--- config.mk ---
export PLATFORM = sky130hd
export DESIGN_NAME = link_bringup_seq
export DESIGN_NICKNAME = d
export VERILOG_FILES = /design/src/rtl/link_seq_pkg.sv /design/src/rtl/link_span_counter.sv /design/src/rtl/link_cfg_port.sv /design/src/rtl/link_rx_recovery.sv /design/src/rtl/link_bringup_seq.sv
export SDC_FILE = /design/constraint.sdc
export NUM_CORES = 1
export LEC_CHECK = 0
export BUFFER_PORTS_ARGS = -buffer_cell sky130_fd_sc_hd__buf_2
export CAP_MARGIN = 40
export CORE_MARGIN = 5
export CORE_UTILIZATION = 50
export CTS_BUF_LIST = sky130_fd_sc_hd__clkbuf_4
export DETAILED_ROUTE_END_ITERATION = 8
export PLACE_DENSITY = 0.8
export SLEW_MARGIN = 5
export SYNTH_ARGS = -nofsm -noshare
export SYNTH_HDL_FRONTEND = slang
export SYNTH_HIERARCHICAL = 1
export SYNTH_SLANG_ARGS = --single-unit
--- constraint.sdc ---
create_clock -name clk -period 2.7 [get_ports clk]
set_input_delay 0.54 -clock clk [delete_from_list [all_inputs] [get_ports clk]]
set_output_delay 0.54 -clock clk [all_outputs]
set_load 0.01 [all_outputs]
--- src/rtl/link_seq_pkg.sv ---
package link_seq_pkg;

  // Configuration-space offsets the sequence touches
  localparam logic [11:0] CAP_OFS = 12'h07C;  // speed ceiling in bits 3:0
  localparam logic [11:0] LCS_OFS = 12'h080;  // negotiated generation in bits 19:16
  localparam logic [11:0] SPD_OFS = 12'h80C;  // directed speed change request bit

  localparam int SPD_REQ_BIT = 17;
  localparam int GEN_LSB     = 16;

  typedef enum logic [1:0] {
    FC_NONE    = 2'd0,
    FC_LINK    = 2'd1,
    FC_SPEED   = 2'd2,
    FC_RECHECK = 2'd3
  } fail_code_t;

  typedef enum logic [3:0] {
    S_IDLE,
    S_CAP_RD,
    S_CAP_WR,
    S_WAIT1,
    S_UP_RD,
    S_UP_WR,
    S_SPD_RD,
    S_SPD_WR,
    S_POLL,
    S_WAIT2,
    S_GEN_RD,
    S_DONE,
    S_RECOVER,
    S_FAILED
  } seq_state_t;

endpackage

--- src/rtl/link_span_counter.sv ---
module link_span_counter #(
  parameter int W = 8
) (
  input  logic         clk,
  input  logic         rst_n,
  input  logic         clr,
  input  logic         inc,
  output logic [W-1:0] cnt
);

  always_ff @(posedge clk) begin
    if (!rst_n)   cnt <= '0;
    else if (clr) cnt <= '0;
    else if (inc) cnt <= cnt + W'(1);
  end

endmodule

--- src/rtl/link_cfg_port.sv ---
module link_cfg_port #(
  parameter int ADDR_W = 12,
  parameter int DATA_W = 32
) (
  input  logic              clk,
  input  logic              rst_n,
  // from the sequencer
  input  logic              op_go,
  input  logic              op_write,
  input  logic [ADDR_W-1:0] op_addr,
  input  logic [DATA_W-1:0] op_wdata,
  output logic              op_done,
  output logic [DATA_W-1:0] op_rdata,
  // toward the controller
  output logic              req_valid,
  input  logic              req_ready,
  output logic              req_write,
  output logic [ADDR_W-1:0] req_addr,
  output logic [DATA_W-1:0] req_wdata,
  input  logic              rsp_valid,
  input  logic [DATA_W-1:0] rsp_rdata
);

  typedef enum logic [1:0] {P_IDLE, P_REQ, P_RSP} port_state_t;
  port_state_t pst;

  always_ff @(posedge clk) begin
    if (!rst_n) begin
      pst       <= P_IDLE;
      req_write <= 1'b0;
      req_addr  <= '0;
      req_wdata <= '0;
    end else begin
      unique case (pst)
        P_IDLE: if (op_go) begin
          pst       <= P_REQ;
          req_write <= op_write;
          req_addr  <= op_addr;
          req_wdata <= op_wdata;
        end
        P_REQ:   if (req_ready) pst <= P_RSP;
        P_RSP:   if (rsp_valid) pst <= P_IDLE;
        default: pst <= P_IDLE;
      endcase
    end
  end

  assign req_valid = (pst == P_REQ);
  assign op_done   = (pst == P_RSP) && rsp_valid;
  assign op_rdata  = rsp_rdata;

endmodule

--- src/rtl/link_rx_recovery.sv ---
module link_rx_recovery #(
  parameter int RX_HOLD = 400000
) (
  input  logic       clk,
  input  logic       rst_n,
  input  logic       kick,
  output logic [1:0] ovr,
  output logic       fin
);

  localparam int HOLD_W = $clog2(RX_HOLD + 1);

  logic              active;
  logic [HOLD_W-1:0] hcnt;

  link_span_counter #(.W(HOLD_W)) u_hold (
    .clk   (clk),
    .rst_n (rst_n),
    .clr   (kick || !active),
    .inc   (active),
    .cnt   (hcnt)
  );

  assign fin = active && (hcnt == HOLD_W'(RX_HOLD - 1));

  always_ff @(posedge clk) begin
    if (!rst_n)    active <= 1'b0;
    else if (kick) active <= 1'b1;
    else if (fin)  active <= 1'b0;
  end

  assign ovr = {2{active}};

endmodule

--- src/rtl/link_bringup_seq.sv ---
module link_bringup_seq
  import link_seq_pkg::*;
#(
  parameter int ADDR_W   = 12,
  parameter int DATA_W   = 32,
  parameter int WAIT_W   = 16,
  parameter int POLL_MAX = 200,
  parameter int RX_HOLD  = 400000
) (
  input  logic              clk,
  input  logic              rst_n,
  input  logic              start,
  input  logic [1:0]        max_gen,
  input  logic [WAIT_W-1:0] wait_limit,
  input  logic              link_up,
  input  logic              in_training,
  output logic              train_en,
  output logic              cfg_req_valid,
  input  logic              cfg_req_ready,
  output logic              cfg_req_write,
  output logic [ADDR_W-1:0] cfg_req_addr,
  output logic [DATA_W-1:0] cfg_req_wdata,
  input  logic              cfg_rsp_valid,
  input  logic [DATA_W-1:0] cfg_rsp_rdata,
  output logic [1:0]        phy_rx_ovr,
  output logic              done,
  output logic              fail,
  output logic [1:0]        fail_code,
  output logic [3:0]        neg_gen
);

  localparam int POLL_W = $clog2(POLL_MAX + 1);

  seq_state_t        st;
  logic [DATA_W-1:0] rd_q;

  logic              bus_go, bus_write, op_done;
  logic [ADDR_W-1:0] bus_addr;
  logic [DATA_W-1:0] bus_wdata, op_rdata;

  logic              link_ok, waiting, wait_expired;
  logic [WAIT_W-1:0] wcnt;
  logic [POLL_W-1:0] pcnt;
  logic              poll_last, spd_busy;
  logic              go_fail, start_ok, rec_fin;
  fail_code_t        code_next;

  // ---------------- register access engine
  link_cfg_port #(.ADDR_W(ADDR_W), .DATA_W(DATA_W)) u_port (
    .clk       (clk),
    .rst_n     (rst_n),
    .op_go     (bus_go),
    .op_write  (bus_write),
    .op_addr   (bus_addr),
    .op_wdata  (bus_wdata),
    .op_done   (op_done),
    .op_rdata  (op_rdata),
    .req_valid (cfg_req_valid),
    .req_ready (cfg_req_ready),
    .req_write (cfg_req_write),
    .req_addr  (cfg_req_addr),
    .req_wdata (cfg_req_wdata),
    .rsp_valid (cfg_rsp_valid),
    .rsp_rdata (cfg_rsp_rdata)
  );

  always_comb begin
    bus_go    = 1'b0;
    bus_write = 1'b0;
    bus_addr  = ADDR_W'(CAP_OFS);
    bus_wdata = '0;
    unique case (st)
      S_CAP_RD, S_UP_RD: bus_go = 1'b1;
      S_CAP_WR: begin
        bus_go    = 1'b1;
        bus_write = 1'b1;
        bus_wdata = {rd_q[DATA_W-1:4], 4'h1};
      end
      S_UP_WR: begin
        bus_go    = 1'b1;
        bus_write = 1'b1;
        bus_wdata = {rd_q[DATA_W-1:4], 4'h2};
      end
      S_SPD_RD, S_POLL: begin
        bus_go   = 1'b1;
        bus_addr = ADDR_W'(SPD_OFS);
      end
      S_SPD_WR: begin
        bus_go    = 1'b1;
        bus_write = 1'b1;
        bus_addr  = ADDR_W'(SPD_OFS);
        bus_wdata = rd_q | (DATA_W'(1) << SPD_REQ_BIT);
      end
      S_GEN_RD: begin
        bus_go   = 1'b1;
        bus_addr = ADDR_W'(LCS_OFS);
      end
      default: ;
    endcase
  end

  // ---------------- link wait window
  assign link_ok = link_up && !in_training;
  assign waiting = (st == S_WAIT1) || (st == S_WAIT2);

  link_span_counter #(.W(WAIT_W)) u_wait (
    .clk   (clk),
    .rst_n (rst_n),
    .clr   (!waiting),
    .inc   (waiting),
    .cnt   (wcnt)
  );

  assign wait_expired = waiting && !link_ok && (wcnt == wait_limit);

  // ---------------- speed-change poll budget
  link_span_counter #(.W(POLL_W)) u_poll (
    .clk   (clk),
    .rst_n (rst_n),
    .clr   (st != S_POLL),
    .inc   ((st == S_POLL) && op_done),
    .cnt   (pcnt)
  );

  assign poll_last = (pcnt == POLL_W'(POLL_MAX - 1));
  assign spd_busy  = op_rdata[SPD_REQ_BIT];

  // ---------------- failure detection and recovery pulse
  always_comb begin
    go_fail   = 1'b0;
    code_next = FC_NONE;
    if (st == S_WAIT1 && wait_expired) begin
      go_fail   = 1'b1;
      code_next = FC_LINK;
    end else if (st == S_POLL && op_done && spd_busy && poll_last) begin
      go_fail   = 1'b1;
      code_next = FC_SPEED;
    end else if (st == S_WAIT2 && wait_expired) begin
      go_fail   = 1'b1;
      code_next = FC_RECHECK;
    end
  end

  link_rx_recovery #(.RX_HOLD(RX_HOLD)) u_recover (
    .clk   (clk),
    .rst_n (rst_n),
    .kick  (go_fail),
    .ovr   (phy_rx_ovr),
    .fin   (rec_fin)
  );

  assign start_ok = start && (st == S_IDLE || st == S_DONE || st == S_FAILED);

  // ---------------- stage sequencing
  always_ff @(posedge clk) begin
    if (!rst_n) begin
      st        <= S_IDLE;
      rd_q      <= '0;
      train_en  <= 1'b0;
      done      <= 1'b0;
      fail      <= 1'b0;
      fail_code <= FC_NONE;
      neg_gen   <= '0;
    end else if (start_ok) begin
      st        <= S_CAP_RD;
      train_en  <= 1'b0;
      done      <= 1'b0;
      fail      <= 1'b0;
      fail_code <= FC_NONE;
      neg_gen   <= '0;
    end else if (go_fail) begin
      st        <= S_RECOVER;
      train_en  <= 1'b0;
      fail_code <= code_next;
    end else begin
      unique case (st)
        S_CAP_RD: if (op_done) begin rd_q <= op_rdata; st <= S_CAP_WR; end
        S_CAP_WR: if (op_done) begin train_en <= 1'b1; st <= S_WAIT1; end
        S_WAIT1:  if (link_ok) st <= (max_gen == 2'd2) ? S_UP_RD : S_SPD_RD;
        S_UP_RD:  if (op_done) begin rd_q <= op_rdata; st <= S_UP_WR; end
        S_UP_WR:  if (op_done) st <= S_SPD_RD;
        S_SPD_RD: if (op_done) begin rd_q <= op_rdata; st <= S_SPD_WR; end
        S_SPD_WR: if (op_done) st <= S_POLL;
        S_POLL:   if (op_done && !spd_busy) st <= S_WAIT2;
        S_WAIT2:  if (link_ok) st <= S_GEN_RD;
        S_GEN_RD: if (op_done) begin
          neg_gen <= op_rdata[GEN_LSB +: 4];
          done    <= 1'b1;
          st      <= S_DONE;
        end
        S_RECOVER: if (rec_fin) begin fail <= 1'b1; st <= S_FAILED; end
        default: ;
      endcase
    end
  end

endmodule

==> impl_summary.log, run 1 <==
INFO  metric ys_dominant_reg_cell = sky130_fd_sc_hd__dfxtp_1
INFO  metric clk_pin_slew_worst_paths = 0.11 ns
INFO  metric drive_gt1_frac = 0.2059
INFO  metric synth_seq_cells = 136
INFO  metric pre_cts_ws = 0.3216 ns
INFO  metric stdcell_area = 7546 um^2
INFO  metric synthArstFlopShare = 0
INFO  metric fin_skew = 0.01498 ns
INFO  metric layout.area.seq = 2723 um^2
INFO  metric timing.max_slew.rel_slack = 0.5767
INFO  metric drt_pre_antenna_iters = 5
INFO  metric cp.arrival = 2.58 ns
INFO  metric buffer_ports.inserted = 113
INFO  metric post_cts_resize_count = 0
INFO  metric hpwl = 10400 um
INFO  metric critPathCaptureType = flop
INFO  metric synth.cell_area = 6843 um^2
INFO  metric tritoncts_clock_tree = built
INFO  metric cap_violations = 0
INFO  metric first_global_vias = 5013
INFO  metric hold_slack = 0.2264 ns
INFO  metric synth_warnings = 6
INFO  metric cellPowerDensity = 612.5 nW/um^2
INFO  metric groute.usage.overall = 0.1788
INFO  metric count_of_mapped_cells_out_of_synthesis = 822
INFO  metric routed_via_density = 5.140
INFO  metric syn_avg_cell_area = 8.325 um^2
INFO  metric cts.hold.buffers_added = 0
INFO  metric clock_buffers_created_by_tritoncts = 17
INFO  metric worst_slack = 0.5432 ns
INFO  metric cts.repair_timing.setup_buffer_count = 0
INFO  metric ir_drop = 0.4341 mV
INFO  metric post-route-period-util = 0.7988
INFO  metric die_x = 127.0 um
INFO  metric finalHoldViolCount = 0
INFO  metric cts_sinks = 136
INFO  metric synth_seq_area_share = 0.3979
INFO  metric clock_tree.root_cell = sky130_fd_sc_hd__clkbuf_4
INFO  metric route.vias.total = 5572
INFO  metric detailed_place.area = 7297 um^2
INFO  metric initial_cell_density_of_the_core = 0.5127
INFO  metric p_leak = 2.956 nW
INFO  metric slew_viol_final = 0
INFO  metric crit_family = simple AND/OR/NAND/NOR gates
INFO  metric chipHeight = 127.0 um
INFO  metric cts_htree_levels = 4
INFO  metric path_cells = buf_4, nor2b_1, nand2_1, nand2b_1, nand4_1, or4_1, mux2_1
INFO  metric tightest_slew = 0.6321 ns
INFO  metric detailedRoute.firstIterationViolations = 267
INFO  metric route.detailed.wl_per_inst = 13.40 um
INFO  metric cp_data_required_time = 3.12 ns
INFO  metric fillers = 1252
INFO  metric critical-path-max-stage-delay = 0.52 ns
INFO  metric cp_num_buf_inv = 1
INFO  metric report.final.setup_viol = 0
INFO  metric max_fo_critical_path = 17
INFO  metric postLayoutCoreUtil = 0.5653
INFO  metric grt_max_degree = 103
INFO  metric status = completed
INFO  metric first_pass_grt_wire_length = 23670 um
INFO  metric synthToLayoutAreaGrowth = 10.28%
INFO  metric place_congestion = 0.8834
INFO  metric cp-start-kind = flop
INFO  metric finalNetCount = 955
INFO  metric floorplan.rows = 42
INFO  metric route.final.wire_length = 14530 um
INFO  metric fmax = 463.7 MHz
INFO  metric antenna_cells = 0
INFO  metric fp.dieArea = 16130 um^2
INFO  metric grt-ovfl-total = 0
INFO  metric slowest_stage_cell_cp = sky130_fd_sc_hd__or4_1
INFO  metric floorplan.core_area = 13350 um^2
INFO  metric min_period = 2.157 ns
INFO  metric remaining_design_rule_violation_count = 0
INFO  metric hold_class = in2reg
INFO  metric ant_nets = 0
INFO  metric synth-edff-count = 0
INFO  metric ios = 114
INFO  metric clkLatencyLatePin = 0.53 ns
INFO  metric timing.critical_path.from = st[1]
INFO  metric critical_path.reg2reg.startpoint = st[1]
INFO  metric library_cells_used_by_synthesis = 66
INFO  metric holdCritStartpoint = cfg_req_ready
INFO  metric grt_antenna_before_repair = 0
INFO  metric multi_input_comb_area = 3536 um^2
INFO  metric grt_setup_unrepaired = false
INFO  metric crit_type = reg2reg
INFO  metric clockBufferDepth = 2
INFO  metric sum_of_negative_setup_slack = 0 ns
[power breakdown]
group          switching (mW)  internal, mW
sequential             0.0613          2.11
clock                   0.725         0.470
combinational           0.705         0.551
total                    1.49          3.13
[sequential cells by signal, summed over array words and instances (netlist names), 2 cells and up]
register and cells:
rd_q 32, u_poll/cnt 8, u_port/req_addr 12, u_port/pst 2, neg_gen 4, st 4
u_recover/u_hold/cnt 19, fail_code 2, u_port/req_wdata 32, u_wait/cnt 16
[layout make-up]
class / count / area share
well taps: 176 / 0.02918
clock inverters: 13 / 0.01409
clock buffers: 19 / 0.01890
repair buffers: 134 / 0.09949
flip-flops and latches: 136 / 0.3608
multi-input cells: 588 / 0.4686
inverters: 18 / 0.008954
[final timing paths]
kind | to | slack [ns] | depth (start not counted)
worst max register to register | u_wait/cnt[15] | 0.54 | 7
worst min-delay path | u_port/pst[0] | 0.23 | 2
worst max-delay path | u_wait/cnt[15] | 0.54 | 7
worst min register to register | rd_q[22] | 0.45 | 2
[cells in the mapped netlist (all sizes together) (4+ instances only)]
master	instances	area share
inv	18	0.0099
xor2	26	0.033
and4	4	0.0053
a31oi	5	0.0046
a21oi	24	0.018
nand3	17	0.016
xnor2	20	0.026
nor4	9	0.010
or3	7	0.0066
nor2b	4	0.0037
buf	57	0.064
a31o	5	0.0064
nor3	10	0.0073
nand2b	12	0.011
a21boi	32	0.035
and2	29	0.027
nand4	22	0.023
o21ai	11	0.0080
clkbuf	27	0.015
nor2	60	0.033
nand2	187	0.10
and3	7	0.0064
dfxtp	136	0.40
nor3b	4	0.0058
mux2i	48	0.070
mux2	5	0.0082
[cell families after synthesis]
| group | count (synthesis) | synth area share |
|---|---|---|
| muxes | 53 | 0.07844 |
| and+or+nand+nor | 384 | 0.2728 |
| adders and majority gates | 3 | 0.005486 |
| buffers and inverters | 102 | 0.08850 |
| xor gates and xnor gates | 46 | 0.05888 |
| AOI/OAI and AO/OA | 97 | 0.09746 |
| other | 1 | 0.0005480 |
| DFF | 136 | 0.3979 |
[metrics by stage]
step / instances / total power [mW]
floorplan: 826 / 3.294
global placement: 1052 / 3.470
detailed placement: 1052 / 3.478
CTS: 1084 / 4.679
global route: 1084 / 4.886
finish: 1084 / 4.622
[layer usage]
layer  vias up  global-route usage  part of all wire
li1       2867                   -                 -
met1      2531              0.2299              0.45
met2       159              0.2939              0.47
met3        15             0.04508             0.065
met4         0             0.06120             0.015
met5         -                   0                 0
[cell usage in the layout, fill, tap and decap left out, types with 3 or more instances in the layout]
cell / Yosys / layout
sky130_fd_sc_hd__xnor2_1: 20 / 20
sky130_fd_sc_hd__a31o_2: 3 / 3
sky130_fd_sc_hd__ha_1: 3 / 3
sky130_fd_sc_hd__clkbuf_4: 0 / 19
sky130_fd_sc_hd__or3_1: 6 / 6
sky130_fd_sc_hd__nand4_1: 20 / 20
sky130_fd_sc_hd__nand2_1: 187 / 187
sky130_fd_sc_hd__clkinv_4: 0 / 3
sky130_fd_sc_hd__a21boi_1: 32 / 32
sky130_fd_sc_hd__conb_1: 1 / 5
sky130_fd_sc_hd__a31oi_1: 5 / 5
sky130_fd_sc_hd__mux2_2: 3 / 3
sky130_fd_sc_hd__xor2_1: 26 / 26
sky130_fd_sc_hd__nor3_1: 10 / 10
sky130_fd_sc_hd__and2_1: 29 / 29
sky130_fd_sc_hd__buf_4: 36 / 20
sky130_fd_sc_hd__o211ai_1: 3 / 3
sky130_fd_sc_hd__and4_1: 3 / 3
sky130_fd_sc_hd__nand3_1: 14 / 14
sky130_fd_sc_hd__o21ai_0: 10 / 10
sky130_fd_sc_hd__nor2b_1: 4 / 4
sky130_fd_sc_hd__a21oi_1: 24 / 24
sky130_fd_sc_hd__mux2i_1: 48 / 48
sky130_fd_sc_hd__buf_2: 12 / 112
sky130_fd_sc_hd__clkinv_2: 0 / 6
sky130_fd_sc_hd__inv_1: 17 / 17
sky130_fd_sc_hd__nand4b_1: 3 / 3
sky130_fd_sc_hd__nor2_1: 60 / 60
sky130_fd_sc_hd__nor4_1: 8 / 8
sky130_fd_sc_hd__nand2b_1: 12 / 12
sky130_fd_sc_hd__o211a_1: 3 / 3
sky130_fd_sc_hd__dfxtp_1: 136 / 136
sky130_fd_sc_hd__and3_1: 7 / 7
Power figures use the tool's default switching activity.
==> run 2, diff against run 1 <==
--- a/config.mk
+++ b/config.mk
@@ -5,6 +5,7 @@
 export SDC_FILE = /design/constraint.sdc
 export NUM_CORES = 1
 export LEC_CHECK = 0
+export ABC_AREA = 1
 export BUFFER_PORTS_ARGS = -buffer_cell sky130_fd_sc_hd__buf_2
 export CAP_MARGIN = 40
 export CORE_MARGIN = 5
==> constraint.sdc (replaced) <==
create_clock -name clk -period 2.1 [get_ports clk]
set_input_delay 0.42 -clock clk [delete_from_list [all_inputs] [get_ports clk]]
set_output_delay 0.42 -clock clk [all_outputs]
set_load 0.01 [all_outputs]
==> impl_summary.log, run 2 <==
INFO  metric cap_violations = 0
INFO  metric cellPowerDensity = 891.1 nW/um^2
INFO  metric ir_drop = 0.5885 mV
INFO  metric slew_viol_final = 0
INFO  metric reg2reg_slack = 0.19 ns
INFO  metric first_global_vias = 6490
INFO  metric synth_warnings = 6
INFO  metric synthArstFlopShare = 0
INFO  metric fin_skew = 0.01712 ns
INFO  metric min_period = 1.908 ns
INFO  metric clockBufferDepth = 2
INFO  metric synth_seq_cells = 136
INFO  metric cp_data_required_time = 2.56 ns
INFO  metric grt_antenna_before_repair = 1
INFO  metric critical_path.reg2reg.startpoint = u_port/pst[0]
INFO  metric initial_cell_density_of_the_core = 0.5073
INFO  metric synth.top_cells.by_count = 220 x sky130_fd_sc_hd__nand2_1, 193 x sky130_fd_sc_hd__inv_1, 192 x sky130_fd_sc_hd__nor2_1
INFO  metric routed_via_density = 4.919
INFO  metric pre_cts_ws = 0.005929 ns
INFO  metric synthDominantCellAreaShare = 0.3707
INFO  metric cp.arrival = 2.37 ns
INFO  metric fillers = 1401
INFO  metric post-route-period-util = 0.9086
INFO  metric holdCritStartpoint = cfg_rsp_rdata[1]
INFO  metric yosysTopAreaCell = sky130_fd_sc_hd__dfxtp_1
INFO  metric first_pass_grt_wire_length = 30880 um
INFO  metric cp-start-kind = flop
INFO  metric finalNetCount = 1325
INFO  metric grt_max_degree = 74
INFO  metric route.vias.total = 7196
INFO  metric crit_type = reg2reg
INFO  metric mostFrequentLayoutCell = sky130_fd_sc_hd__nand2_1
INFO  metric whs_path_depth = 3
INFO  metric p_leak = 3.754 nW
INFO  metric hold_class = in2reg
INFO  metric synthMostInstantiatedCell = sky130_fd_sc_hd__nand2_1
INFO  metric clk_pin_slew_worst_paths = 0.13 ns
INFO  metric buffer_ports.inserted = 113
INFO  metric status = completed
INFO  metric synth-edff-count = 0
INFO  metric max_fo_critical_path = 4
INFO  metric drive_gt1_frac = 0.1964
INFO  metric detailedRoute.firstIterationViolations = 551
INFO  metric hpwl = 13310 um
INFO  metric groute.usage.overall = 0.2096
INFO  metric synth_seq_area_share = 0.3707
INFO  metric chipHeight = 131.2 um
INFO  metric critPathCaptureType = flop
INFO  metric drt_pre_antenna_iters = 5
INFO  metric worst_slack = 0.1919 ns
INFO  metric postLayoutCoreUtil = 0.5852
INFO  metric count_of_mapped_cells_out_of_synthesis = 1157
INFO  metric hold_slack = 0.1105 ns
INFO  metric grt-ovfl-total = 0
INFO  metric synth.cell_area = 7345 um^2
INFO  metric synth_top_cells_by_area = sky130_fd_sc_hd__dfxtp_1 37%, sky130_fd_sc_hd__nand2_1 11%, sky130_fd_sc_hd__inv_1 9.9%
INFO  metric syn_avg_cell_area = 6.348 um^2
INFO  metric ys_dominant_reg_cell = sky130_fd_sc_hd__dfxtp_1
INFO  metric top_regs = rd_q: 32 flops, u_port/req_wdata: 32 flops, u_recover/u_hold/cnt: 19 flops
INFO  metric route.final.wire_length = 18090 um
INFO  metric synthToLayoutAreaGrowth = 15.37%
INFO  metric clock_buffers_created_by_tritoncts = 17
INFO  metric floorplan.core_area = 14480 um^2
INFO  metric cts_htree_levels = 4
INFO  metric regToRegEndpoint = u_recover/u_hold/cnt[12]
INFO  metric clkLatencyLatePin = 0.57 ns
INFO  metric hold_path_end = rd_q[1]
INFO  metric cts_sinks = 136
INFO  metric layout.cells.most_common_list = 220 x sky130_fd_sc_hd__nand2_1, 193 x sky130_fd_sc_hd__inv_1, 189 x sky130_fd_sc_hd__nor2_1
INFO  metric cts.hold.buffers_added = 0
INFO  metric floorplan.rows = 44
INFO  metric die_x = 131.2 um
INFO  metric clock_tree.root_cell = sky130_fd_sc_hd__clkbuf_4
INFO  metric fmax = 524.1 MHz
INFO  metric grt_setup_unrepaired = true
INFO  metric library_cells_used_by_synthesis = 40
INFO  metric place_congestion = 0.9686
INFO  metric ant_nets = 0
INFO  metric fp.dieArea = 17210 um^2
INFO  metric report.final.setup_viol = 0
INFO  metric finalHoldViolCount = 0
INFO  metric reg2reg_depth = 13
INFO  metric ios = 114
INFO  metric remaining_design_rule_violation_count = 0
INFO  metric route.detailed.wl_per_inst = 12.37 um
INFO  metric tritoncts_clock_tree = built
## run 2: cell count changes after synthesis, sizes merged, moves of 11 or more
cell    before  now
o21ai       11   50
inv         18  202
nand2      187  234
nand3       17   85
xor2        26    2
a21oi       24  113
clkbuf      27   16
mux2i       48    0
nor2        60  211
a21boi      32    0
xnor2       20    3
nand2b      12    0
and2        29    1
## run 2: per-stage QoR
step | total power [mW] | std cells | TNS, ns | area (um^2)
after floorplan | 5.037 | 1161 | 0 | 7367
after global placement | 5.791 | 1430 | 0 | 8139
after detailed placement | 5.826 | 1430 | 0 | 8139
after CTS | 7.591 | 1462 | 0 | 8427
after global routing | 8.130 | 1463 | -0.2184 | 8473
final | 7.550 | 1463 | 0 | 8473
## run 2: timing repair
item                                    4_1_cts  5_1_grt
endpoints found under the setup margin        0       21
gates resized for setup                       0       17
buffers inserted                              0        0
## run 2: critical path, cell delays in order (launching register included)
cell and delay (ns):
sky130_fd_sc_hd__dfxtp_1 0.38, sky130_fd_sc_hd__nor3_2 0.27, sky130_fd_sc_hd__inv_1 0.13, sky130_fd_sc_hd__nor2_2 0.15, sky130_fd_sc_hd__nand4_1 0.15, sky130_fd_sc_hd__nand2_1 0.14
sky130_fd_sc_hd__nor2_2 0.06, sky130_fd_sc_hd__inv_1 0.05, sky130_fd_sc_hd__inv_1 0.04, sky130_fd_sc_hd__nand2_1 0.09, sky130_fd_sc_hd__nor2_4 0.05, sky130_fd_sc_hd__inv_1 0.11
sky130_fd_sc_hd__buf_4 0.14, sky130_fd_sc_hd__nor2_1 0.04
## run 2: layer usage
| metal | vias up | share of wire | track usage | wire (um) |
|---|---|---|---|---|
| li1 | 3779 | - | - | - |
| met1 | 3173 | 0.46 | 0.2821 | 8360 |
| met2 | 219 | 0.46 | 0.3372 | 8399 |
| met3 | 25 | 0.061 | 0.05008 | 1101 |
| met4 | 0 | 0.013 | 0.05716 | 229 |
| met5 | - | 0 | 0 | 0 |
## run 2: cell type report
cell class              instances  area [um^2]  share of cell area
clock inverters                15        160.2             0.01890
flip-flops and latches        136         2738              0.3231
repair buffers                157        949.7              0.1121
multi-input cells             751         3507              0.4139
inverters                     202        758.2             0.08949
diodes                          1        2.502           0.0002953
well taps                     184        230.2             0.02717
clock buffers                  17        127.6             0.01506
## run 2: worst max path at each step
stage                        start                        to  slack (ns)  cells after the start
global placement    wait_limit[14]   u_recover/u_hold/cnt[8]        0.05                     17
detailed placement   cfg_rsp_valid   u_recover/u_hold/cnt[8]       0.006                     15
CTS                          st[0]   u_recover/u_hold/cnt[8]        0.05                     16
finish               u_port/pst[0]  u_recover/u_hold/cnt[12]        0.19                     13
floorplan            u_port/pst[1]   u_recover/u_hold/cnt[8]        0.05                     14
global route                 st[0]   u_recover/u_hold/cnt[4]       -0.07                     15
## run 2: cells by family (layout without fill, tap and decap cells)
family / Yosys count / in the layout / synth area share
simple gates: 562 / 562 / 0.3324
buf+inv: 274 / 391 / 0.1605
compound gates: 176 / 176 / 0.1249
flops: 136 / 136 / 0.3707
xor+xnor: 5 / 5 / 0.005964
fa+ha+maj: 3 / 3 / 0.005111
other cells: 1 / 6 / 0.0005106
## run 2: report_power, final
part	leakage [nW]	switching [mW]	total [mW]	internal [mW]
Combinational	2.49	1.69	2.77	1.07
Sequential	1.11	0.166	3.04	2.88
Clock	0.151	1.10	1.74	0.638
==> run 3, diff against run 2 <==
--- a/config.mk
+++ b/config.mk
@@ -12,7 +12,7 @@
 export CORE_UTILIZATION = 50
 export CTS_BUF_LIST = sky130_fd_sc_hd__clkbuf_4
 export DETAILED_ROUTE_END_ITERATION = 8
-export PLACE_DENSITY = 0.8
+export PLACE_DENSITY_LB_ADDON = 0.1
 export SLEW_MARGIN = 5
 export SYNTH_ARGS = -nofsm -noshare
 export SYNTH_HDL_FRONTEND = slang
==> impl_summary.log, run 3 (synthesis results as in run 2) <==
INFO  metric timing.critical_path.from = st[3]
INFO  metric clkLatencyLatePin = 0.55 ns
INFO  metric hpwl = 13020 um
INFO  metric first_pass_grt_wire_length = 29790 um
INFO  metric slew_viol_final = 0
INFO  metric top_regs = rd_q: 32 flops, u_port/req_wdata: 32 flops, u_recover/u_hold/cnt: 19 flops
INFO  metric fmax = 531.1 MHz
INFO  metric status = completed
INFO  metric finish.cell_count_without_fillers = 1457
INFO  metric fp.dieArea = 17210 um^2
INFO  metric mostFrequentLayoutCell = sky130_fd_sc_hd__nand2_1
INFO  metric critical_path.reg2reg.startpoint = st[3]
INFO  metric p_leak = 3.712 nW
INFO  metric pre_cts_ws = 0.07754 ns
INFO  metric grt_antenna_before_repair = 1
INFO  metric finalNetCount = 1319
INFO  metric hold_class = in2reg
INFO  metric holdCritStartpoint = cfg_req_ready
INFO  metric ant_nets = 0
INFO  metric cp_data_required_time = 2.55 ns
INFO  metric drt_pre_antenna_iters = 5
INFO  metric initial_cell_density_of_the_core = 0.5073
INFO  metric ir_drop = 0.6681 mV
INFO  metric cpMostUsedCell = sky130_fd_sc_hd__nand2_1
INFO  metric slowest_stage_cell_cp = sky130_fd_sc_hd__dfxtp_2
INFO  metric clock_tree.root_cell = sky130_fd_sc_hd__clkbuf_4
INFO  metric post-route-period-util = 0.8966
INFO  metric hold_slack = 0.1205 ns
INFO  metric routed_via_density = 4.837
INFO  metric drive_gt1_frac = 0.1926
INFO  metric path_cells = inv_2, nor2_4, nand2_2, nand2_2, nand2_1, nor2_1, nand4_1, nand2_1, nor2_2, inv_1, inv_1, nand2_1, nor2_4, clkbuf_4, nand2_1, nor2_1
INFO  metric die_x = 131.2 um
INFO  metric route.vias.total = 7047
INFO  metric first_global_vias = 6187
INFO  metric floorplan.rows = 44
INFO  metric route.detailed.wl_per_inst = 12.31 um
INFO  metric route.final.wire_length = 17940 um
INFO  metric critPathCaptureType = flop
INFO  metric cts_sinks = 136
INFO  metric clock_buffers_created_by_tritoncts = 17
INFO  metric tightest_slew = 0.6449 ns
INFO  metric buffer_ports.inserted = 113
INFO  metric cap_violations = 0
INFO  metric clk_pin_slew_worst_paths = 0.13 ns
INFO  metric place_congestion = 0.9102
INFO  metric report.final.setup_viol = 0
INFO  metric post-place-cells = 1423
INFO  metric chipHeight = 131.2 um
INFO  metric ios = 114
INFO  metric worst_slack = 0.2171 ns
INFO  metric clockBufferDepth = 2
INFO  metric grt_max_degree = 92
INFO  metric synthToLayoutAreaGrowth = 14.82%
INFO  metric cp.arrival = 2.33 ns
INFO  metric min_period = 1.883 ns
INFO  metric layout.cells.most_common_list = 220 x sky130_fd_sc_hd__nand2_1, 192 x sky130_fd_sc_hd__inv_1, 188 x sky130_fd_sc_hd__nor2_1
INFO  metric cp-start-kind = flop
INFO  metric cts_htree_levels = 4
INFO  metric cts.repair_timing.setup_buffer_count = 0
INFO  metric finalHoldViolCount = 0
INFO  metric detailedRoute.firstIterationViolations = 451
INFO  metric crit_type = reg2reg
INFO  metric max_fo_critical_path = 6
INFO  metric postLayoutCoreUtil = 0.5824
INFO  metric groute.usage.overall = 0.2043
INFO  metric remaining_design_rule_violation_count = 0
INFO  metric floorplan.core_area = 14480 um^2
INFO  metric grt-ovfl-total = 0
INFO  metric detailed_place.area = 8087 um^2
INFO  metric fillers = 1489
INFO  metric tritoncts_clock_tree = built
INFO  metric timing.max_slew.rel_slack = 0.5685
INFO  metric critical-path-max-stage-delay = 0.40 ns
INFO  metric cellPowerDensity = 892.6 nW/um^2
INFO  metric fin_skew = 0.02250 ns
INFO  metric stdcell_area = 8433 um^2
run 3: changes by cell type in the layout (fill, tap and decap cells not counted), sizes merged:
cell	change
buf	-7
inv	-7
clkinvlp	+3
clkbuf	+2
clkinv	+2
bufinv	+1
run 3: what timing repair did:
| item | CTS | global route |
|---|---|---|
| hold buffers | 0 | 0 |
| gates resized for setup | 0 | 21 |
| endpoints found under the setup margin | 0 | 30 |
run 3: path summary, 6_finish.rpt:
kind,end,slack [ns],depth (start not counted)
worst min-delay path,u_port/pst[0],0.12,4
worst min register to register,fail,0.45,2
worst max register to register,u_recover/u_hold/cnt[11],0.22,16
worst max-delay path,u_recover/u_hold/cnt[11],0.22,16
run 3: per-stage QoR:
step                power, mW  setup TNS, ns
floorplan               5.037              0
global placement        5.804              0
detailed placement      5.813              0
CTS                     7.562              0
global route            8.096       -0.01667
finish                  7.528              0
run 3: where the power goes:
part | switching, mW | internal, mW | total [mW]
registers | 0.167 | 2.88 | 3.04
logic | 1.68 | 1.04 | 2.73
clock network | 1.03 | 0.724 | 1.76
total | 2.88 | 4.64 | 7.53
run 3: cell type report:
cell class | instances | area, um^2 | share of cell area
Multi-Input combinational cell | 751 | 3516 | 0.4169
Inverter | 202 | 758.2 | 0.08991
Timing Repair Buffer | 151 | 904.6 | 0.1073
Clock inverter | 14 | 152.6 | 0.01810
Antenna cell | 1 | 2.502 | 0.0002967
Sequential cell | 136 | 2734 | 0.3242
Clock buffer | 18 | 135.1 | 0.01602
Tap cell | 184 | 230.2 | 0.02730
run 3: critical path: cells and delay by family, from the launching register on:
kind | cells | cell delay [ns]
buffers and inverters | 4 | 0.32
flip-flops | 1 | 0.40
AND/OR/NAND/NOR | 12 | 1.06
run 3: metal layers:
metal | part of all wire | vias up | global-route usage
li1 | - | 3763 | -
met1 | 0.49 | 3121 | 0.2888
met2 | 0.44 | 143 | 0.3084
met3 | 0.056 | 20 | 0.05084
met4 | 0.013 | 0 | 0.06120
met5 | 0 | - | 0
